**src/rtl/sts_pkg.sv**
```systemverilog
package sts_pkg;

    // How a pending remainder is mapped onto the 16-bit comparator.
    typedef enum logic [1:0] {
        RNG_DIRECT = 2'd0,   // fits in one wrap: compare at start + remainder
        RNG_EARLY  = 2'd1,   // just past one wrap: fire early, grow remainder
        RNG_WRAP   = 2'd2    // far away: wait one full wrap at start
    } rng_e;

endpackage

```
**src/rtl/sts_free_counter.sv**
```systemverilog
module sts_free_counter #(
    parameter int CNT_W = 16
) (
    input  logic             clk_i,
    input  logic             rst_ni,
    output logic [CNT_W-1:0] cnt_o
);
    logic [CNT_W-1:0] cnt_d, cnt_q;

    always_comb begin
        cnt_d = cnt_q + CNT_W'(1);
    end

    always_ff @(posedge clk_i) begin
        if (!rst_ni) cnt_q <= '0;
        else         cnt_q <= cnt_d;
    end

    assign cnt_o = cnt_q;
endmodule

```
**src/rtl/sts_range_plan.sv**
```systemverilog
module sts_range_plan
    import sts_pkg::*;
#(
    parameter int CNT_W     = 16,
    parameter int DLY_W     = 32,
    parameter int EARLY_WIN = 10000
) (
    input  logic [CNT_W-1:0] start_i,
    input  logic [DLY_W-1:0] rem_i,
    output logic [CNT_W-1:0] cmp_o,
    output logic [DLY_W-1:0] rem_o
);
    localparam logic [DLY_W-1:0] WRAP_V  = DLY_W'(64'd1 << CNT_W);
    localparam logic [DLY_W-1:0] EARLY_V = DLY_W'(EARLY_WIN);
    localparam logic [DLY_W-1:0] MID_V   = WRAP_V + EARLY_V;

    rng_e sel;

    always_comb begin
        if (rem_i < WRAP_V)     sel = RNG_DIRECT;
        else if (rem_i < MID_V) sel = RNG_EARLY;
        else                    sel = RNG_WRAP;
    end

    always_comb begin
        cmp_o = start_i;
        rem_o = rem_i;
        case (sel)
            RNG_DIRECT: cmp_o = start_i + rem_i[CNT_W-1:0];
            RNG_EARLY: begin
                cmp_o = start_i - CNT_W'(EARLY_WIN);
                rem_o = rem_i + EARLY_V;
            end
            default: ;
        endcase
    end
endmodule

```
**src/rtl/sts_tick_chan.sv**
```systemverilog
module sts_tick_chan #(
    parameter int CNT_W     = 16,
    parameter int TICK_TIME = 1000
) (
    input  logic             clk_i,
    input  logic             rst_ni,
    input  logic [CNT_W-1:0] cnt_i,
    input  logic             stop_i,
    output logic             tick_o
);
    typedef struct packed {
        logic [CNT_W-1:0] cmp;
        logic             en;
        logic             pulse;
    } tick_st_t;

    tick_st_t st_d, st_q;

    always_comb begin
        st_d       = st_q;
        st_d.pulse = 1'b0;
        if (stop_i) begin
            st_d.en = 1'b0;
        end else if (st_q.en && (cnt_i == st_q.cmp)) begin
            st_d.pulse = 1'b1;
            st_d.cmp   = st_q.cmp + CNT_W'(TICK_TIME);
        end
    end

    always_ff @(posedge clk_i) begin
        if (!rst_ni) begin
            st_q.cmp   <= CNT_W'(TICK_TIME);
            st_q.en    <= 1'b1;
            st_q.pulse <= 1'b0;
        end else begin
            st_q <= st_d;
        end
    end

    assign tick_o = st_q.pulse;
endmodule

```
**src/rtl/sts_step_chan.sv**
```systemverilog
module sts_step_chan #(
    parameter int CNT_W       = 16,
    parameter int DLY_W       = 32,
    parameter int EARLY_WIN   = 10000,
    parameter int SHORT_GUARD = 200
) (
    input  logic             clk_i,
    input  logic             rst_ni,
    input  logic [CNT_W-1:0] cnt_i,
    input  logic             set_i,
    input  logic [DLY_W-1:0] delay_i,
    input  logic             check_short_i,
    input  logic             stop_i,
    output logic             step_o,
    output logic             too_short_o
);
    localparam logic [DLY_W-1:0] WRAP_V = DLY_W'(64'd1 << CNT_W);

    typedef struct packed {
        logic [CNT_W-1:0] cmp;
        logic [DLY_W-1:0] rem;
        logic             armed;
        logic             step;
        logic             short_flag;
    } step_st_t;

    step_st_t st_d, st_q;

    logic [CNT_W-1:0]        set_cmp, run_cmp, elapsed;
    logic [DLY_W-1:0]        set_rem, run_rem;
    logic signed [DLY_W:0]   need_s, delay_s;
    logic                    hit, too_short;

    // New request: start from the last compare point.
    sts_range_plan #(.CNT_W(CNT_W), .DLY_W(DLY_W), .EARLY_WIN(EARLY_WIN)) i_plan_set (
        .start_i (st_q.cmp),
        .rem_i   (delay_i),
        .cmp_o   (set_cmp),
        .rem_o   (set_rem)
    );

    // Wrap match: one full counter period consumed.
    sts_range_plan #(.CNT_W(CNT_W), .DLY_W(DLY_W), .EARLY_WIN(EARLY_WIN)) i_plan_run (
        .start_i (st_q.cmp),
        .rem_i   (st_q.rem - WRAP_V),
        .cmp_o   (run_cmp),
        .rem_o   (run_rem)
    );

    always_comb begin
        elapsed   = cnt_i - st_q.cmp;
        need_s    = $signed({{(DLY_W + 1 - CNT_W){1'b0}}, elapsed}) + $signed((DLY_W + 1)'(SHORT_GUARD));
        delay_s   = $signed({delay_i[DLY_W-1], delay_i});
        too_short = check_short_i && (need_s > delay_s);
        hit       = st_q.armed && (cnt_i == st_q.cmp);
    end

    always_comb begin
        st_d            = st_q;
        st_d.step       = 1'b0;
        st_d.short_flag = 1'b0;
        if (stop_i) begin
            st_d.armed = 1'b0;
        end else if (set_i) begin
            if (too_short) begin
                st_d.short_flag = 1'b1;
            end else begin
                st_d.cmp   = set_cmp;
                st_d.rem   = set_rem;
                st_d.armed = 1'b1;
            end
        end else if (hit) begin
            if (st_q.rem < WRAP_V) begin
                st_d.step  = 1'b1;
                st_d.armed = 1'b0;
            end else begin
                st_d.cmp = run_cmp;
                st_d.rem = run_rem;
            end
        end
    end

    always_ff @(posedge clk_i) begin
        if (!rst_ni) begin
            st_q <= '0;
        end else begin
            st_q <= st_d;
        end
    end

    assign step_o      = st_q.step;
    assign too_short_o = st_q.short_flag;
endmodule

```
**src/rtl/step_interval_sched.sv**
```systemverilog
module step_interval_sched #(
    parameter int CNT_W       = 16,
    parameter int DLY_W       = 32,
    parameter int TICK_TIME   = 1000,
    parameter int EARLY_WIN   = 10000,
    parameter int SHORT_GUARD = 200
) (
    input  logic             clk_i,
    input  logic             rst_ni,
    input  logic             set_i,
    input  logic [DLY_W-1:0] delay_i,
    input  logic             check_short_i,
    input  logic             stop_i,
    output logic             step_o,
    output logic             tick_o,
    output logic             too_short_o
);
    logic [CNT_W-1:0] cnt;

    sts_free_counter #(.CNT_W(CNT_W)) i_counter (
        .clk_i  (clk_i),
        .rst_ni (rst_ni),
        .cnt_o  (cnt)
    );

    sts_tick_chan #(.CNT_W(CNT_W), .TICK_TIME(TICK_TIME)) i_tick (
        .clk_i  (clk_i),
        .rst_ni (rst_ni),
        .cnt_i  (cnt),
        .stop_i (stop_i),
        .tick_o (tick_o)
    );

    sts_step_chan #(
        .CNT_W       (CNT_W),
        .DLY_W       (DLY_W),
        .EARLY_WIN   (EARLY_WIN),
        .SHORT_GUARD (SHORT_GUARD)
    ) i_step (
        .clk_i         (clk_i),
        .rst_ni        (rst_ni),
        .cnt_i         (cnt),
        .set_i         (set_i),
        .delay_i       (delay_i),
        .check_short_i (check_short_i),
        .stop_i        (stop_i),
        .step_o        (step_o),
        .too_short_o   (too_short_o)
    );
endmodule

```
**config.mk**
```make
export PLATFORM = sky130hd
export DESIGN_NAME = step_interval_sched
export DESIGN_NICKNAME = d
export VERILOG_FILES = /design/src/rtl/sts_pkg.sv /design/src/rtl/sts_free_counter.sv /design/src/rtl/sts_range_plan.sv /design/src/rtl/sts_tick_chan.sv /design/src/rtl/sts_step_chan.sv /design/src/rtl/step_interval_sched.sv
export SDC_FILE = /design/constraint.sdc
export NUM_CORES = 1
export LEC_CHECK = 0
export BUFFER_PORTS_ARGS = -buffer_cell sky130_fd_sc_hd__buf_4
export CAP_MARGIN = 20
export CORE_ASPECT_RATIO = 0.9
export CORE_MARGIN = 3
export CORE_UTILIZATION = 49
export CTS_CLUSTER_DIAMETER = 80
export DETAILED_ROUTE_END_ITERATION = 8
export PLACE_DENSITY = 0.77
export RECOVER_POWER = 100
export SLEW_MARGIN = 20
export SYNTH_ARGS = -nofsm -noshare
export SYNTH_HDL_FRONTEND = slang
export SYNTH_SLANG_ARGS = --single-unit
```
**constraint.sdc**
```tcl
create_clock -name clk_i -period 4.99 [get_ports clk_i]
set_input_delay 0.499 -clock clk_i [delete_from_list [all_inputs] [get_ports clk_i]]
set_output_delay 0.499 -clock clk_i [all_outputs]
set_load 0.1 [all_outputs]
```
==> flow_summary.toml <==
[min_path]
hp-class = "in2reg"
worstHoldStart = "stop_i"
min_path_cells = 2
hold_path_end = "i_step.too_short_o"

[timing]
worst_pin_slew_ps = 1360
final-hold-violation-count = 0
max_slew_margin_pct = 8.69
min_period_ps = 4920
fin_setup_tns_ps = 0
fin_skew_ps = 14.0
setup_viol = 0
fmax_ghz = 0.203
slew_viol_final = 0
fin_crit_sh_pct = 98.6

[clock_tree]
clk_latency_ps = 360
ctsHtreeMaxLevel = 3
clock-sinks = 82
clock_path_buffers = 2
cts_buffers = 9
cts_root_buf = "clkbuf_16"
cts_tree = "yes"
clk_pin_slew_ps = 70

[yosys]
synth.net_count = 1184
synth_area_um2 = 8170
async_flop_share_pct = 0
synth.ff_latch_count = 82
avgSynthCellArea_um2 = 7.65
netlist.area_leader.share_pct = 20.1
yosysSeqAreaShare_pct = 20.1
yosys-top-cells-area = "dfxtp_1 (20%), ha_1 (11%), xor2_1 (5.4%)"
ys_types = 78
synth-edff-count = 0
synth_flop_cell = "dfxtp_1"
synth_cells = 1069
synth_top_cell_by_area = "dfxtp_1"
ys_warn_count = 0

[setup_path]
path_class = "reg2reg"
cpMaxStageDelayCell = "ha_1"
cp-start-kind = "register"
end_kind = "register"
r2r_slack_ps = 70
reg2reg_from = "i_step.st_q[36]"
r2r_end = "i_step.st_q[42]"
cp_data_required_time_ps = 5260
worst_path_most_repeated_cell = "ha_1"
crit_start = "i_step.st_q[36]"
critPathMaxStageDelay_ps = 350
cp_cell_sequence = "inv_1 > ha_1 > nor2b_2 > o2111ai_1 > and3_1 > o311a_1 > o311ai_1 > a2111oi_0 > a311oi_1 > buf_4 > xnor2_1 > ha_1 > and4_1 > nand2_1 > or3_4 > o21bai_4 > a31oi_4 > a21o_4 > buf_6 > nor2_4 > a311oi_2"
crit_arrival_ps = 5190
crit_buf_inv = 3
critPathMaxFanout = 8
reg2reg_depth = 21
crit_family = "compound AO/OA/AOI/OAI gates"

[routing]
drcViolationCount = 0
wl_met3_mm = 1.97
vias = 8589
post_drt_wl_per_cell_um = 19.3
drtAntennaViolNets = 0
wl_mm = 25.6
wl_met1_mm = 11.2
met2_length_mm = 11.6
top_layer = "met4"
drtPass1Iterations = 8
drtIter0Drc = 991
vias_per_cell = 6.47

[floorplan]
pin_count = 40
rows = 44
fp.dieH_um = 129
core_um2 = 16200
dieArea_um2 = 18300
die_w_um = 142
start_util_pct = 50.3

[final_layout]
antenna_cells = 0
final_cells = 1327
fill_cells = 1467
drive_above_1_share_pct = 13.8
nNetsFinal = 1230
area_growth_pct = 15.5

[pwr]
vdd_ir_drop_max_uv = 177
power_density_nw_per_um2 = 207
p_leak_nw = 3.76

[grt]
track_usage_pct = 26.9
grt.overflow.total = 0
grt_antenna_before_repair = 0
grt_pass1_vias = 7690
grt_pass1_wl_mm = 39.9
grt_max_degree = 48

[placement]
dp_hpwl_mm = 18.7
globalplace.congestion = 0.993
portBuffers = 39
placed_cells = 1299

[flow_run]
drv_cap = 0

[outcome]
status = "completed"
[kinds of logic after synthesis]
| family | after synthesis | share of synthesized area, % |
|---|---|---|
| flip-flops | 82 | 20.1 |
| adder cells (fa/ha/maj) | 78 | 12.2 |
| buffers and inverters | 107 | 5.01 |
| XOR/XNOR | 100 | 10.9 |
| AO/OA/AOI/OAI | 300 | 25.5 |
| multiplexers | 11 | 1.36 |
| AND/OR/NAND/NOR | 391 | 24.9 |
[worst max-delay path by stage]
stage	end	slack, ps	cells after the start
after floorplan	i_step.st_q[24]	50	23
after global placement	i_step.st_q[48]	90	23
after detailed placement	i_step.st_q[36]	-140	23
after CTS	i_step.st_q[44]	3	23
after global routing	i_step.st_q[42]	-50	22
final	i_step.st_q[42]	70	21
[sequential cells by signal, indices dropped and copies added, names as in the netlist]
register	cells
i_counter.cnt_o	16
i_step.st_q	49
i_step.step_o	1
i_step.too_short_o	1
i_tick.st_q	14
i_tick.tick_o	1
[repair_timing]
item                       in CTS  in global routing
setup buffers                   1                 10
pin swaps                       3                 24
hold buffers                    0                  0
gates resized for setup         7                 47
cloned                          0                  1
setup endpoints to repair      47                 48
hold endpoints to repair        0                  0
[stage by stage]
| stage | worst slack [ps] | hold WS [ps] | utilization [%] | power, mW | area, µm² |
|---|---|---|---|---|---|
| final | 69.0 | 394 | 58.1 | 1.96 | 9440 |
| after detailed placement | -144 | 465 | 54.2 | 1.18 | 8810 |
| after floorplan | 47.0 | 426 | - | 1.03 | 8180 |
| after CTS | 3.21 | 383 | 56.4 | 1.91 | 9160 |
| after global routing | -45.2 | 409 | 58.1 | 2.03 | 9440 |
| after global placement | 90.7 | 452 | 54.2 | 1.17 | 8800 |
[cells in the final DEF (no fill, tap or decap), drive strengths merged, types with 7 or more instances in the layout]
master,instances
a211oi,16
a21o,9
a21oi,72
a221oi,7
a311oi,10
a31oi,17
and2,8
and3,15
buf,74
clkbuf,15
dfxtp,82
ha,75
inv,67
mux2i,10
nand2,78
nand2b,13
nand3,50
nand4,12
nor2,98
nor2b,8
nor3,37
nor4,16
o211ai,11
o21a,14
o21ai,48
o22ai,10
o31ai,25
or2,9
or3,10
or4,10
xnor2,50
xor2,50
[synthesized netlist by cell type, types with 7 or more instances]
cell and number:
and2_1 8, inv_1 62, a211oi_1 16, o21ai_0 48
xnor2_1 49, nor2_1 97, a21oi_1 72, nand2_1 78
nor4_1 14, or2_2 9, clkbuf_1 39, a21o_1 9
nor3_1 35, nand3_1 49, o31ai_1 24, or4_1 9
o22ai_1 10, or3_1 10, and3_1 15, nand2b_1 13
o211ai_1 11, dfxtp_1 82, o21a_1 14, mux2i_1 10
xor2_1 50, a221oi_1 7, nor2b_1 8, ha_1 75
nand4_1 12, a31oi_1 17
[layer usage]
| metal | track usage [%] | up-vias |
|---|---|---|
| met5 | 0 | - |
| met4 | 9.48 | 0 |
| met3 | 3.01 | 72 |
| met2 | 43.1 | 401 |
| met1 | 37.5 | 4061 |
| li1 | - | 4055 |
[worst register-to-register path, cell delays in order (launching register included)]
cell       delay [ps]
dfxtp_1           340
inv_1             120
ha_1              350
nor2b_2           200
o2111ai_1         150
and3_1            220
o311a_1           330
o311ai_1          300
a2111oi_0         180
a311oi_1          290
buf_4             190
xnor2_1            60
ha_1              300
and4_1            220
nand2_1            60
or3_4             350
o21bai_4          190
a31oi_4           270
a21o_4            220
buf_6             140
nor2_4             70
a311oi_2          280
[final cells by class]
cell class	count	area, µm²	area share (%)
Sequential cell	82	1640	17.4
Timing Repair Buffer	80	631	6.68
Multi-Input combinational cell	880	6360	67.4
Inverter	62	233	2.46
Tap cell	207	259	2.74
Clock inverter	7	88.8	0.941
Clock buffer	9	225	2.39
[report_power, final]
group	internal (mW)	leakage, nW	switching (mW)	total, mW
clock network	0.403	0.152	0.332	0.735
registers	0.672	0.665	0.0262	0.698
logic	0.214	2.94	0.312	0.525
total	1.29	3.76	0.670	1.96
Note: power is estimated with default switching activity, not from simulation.
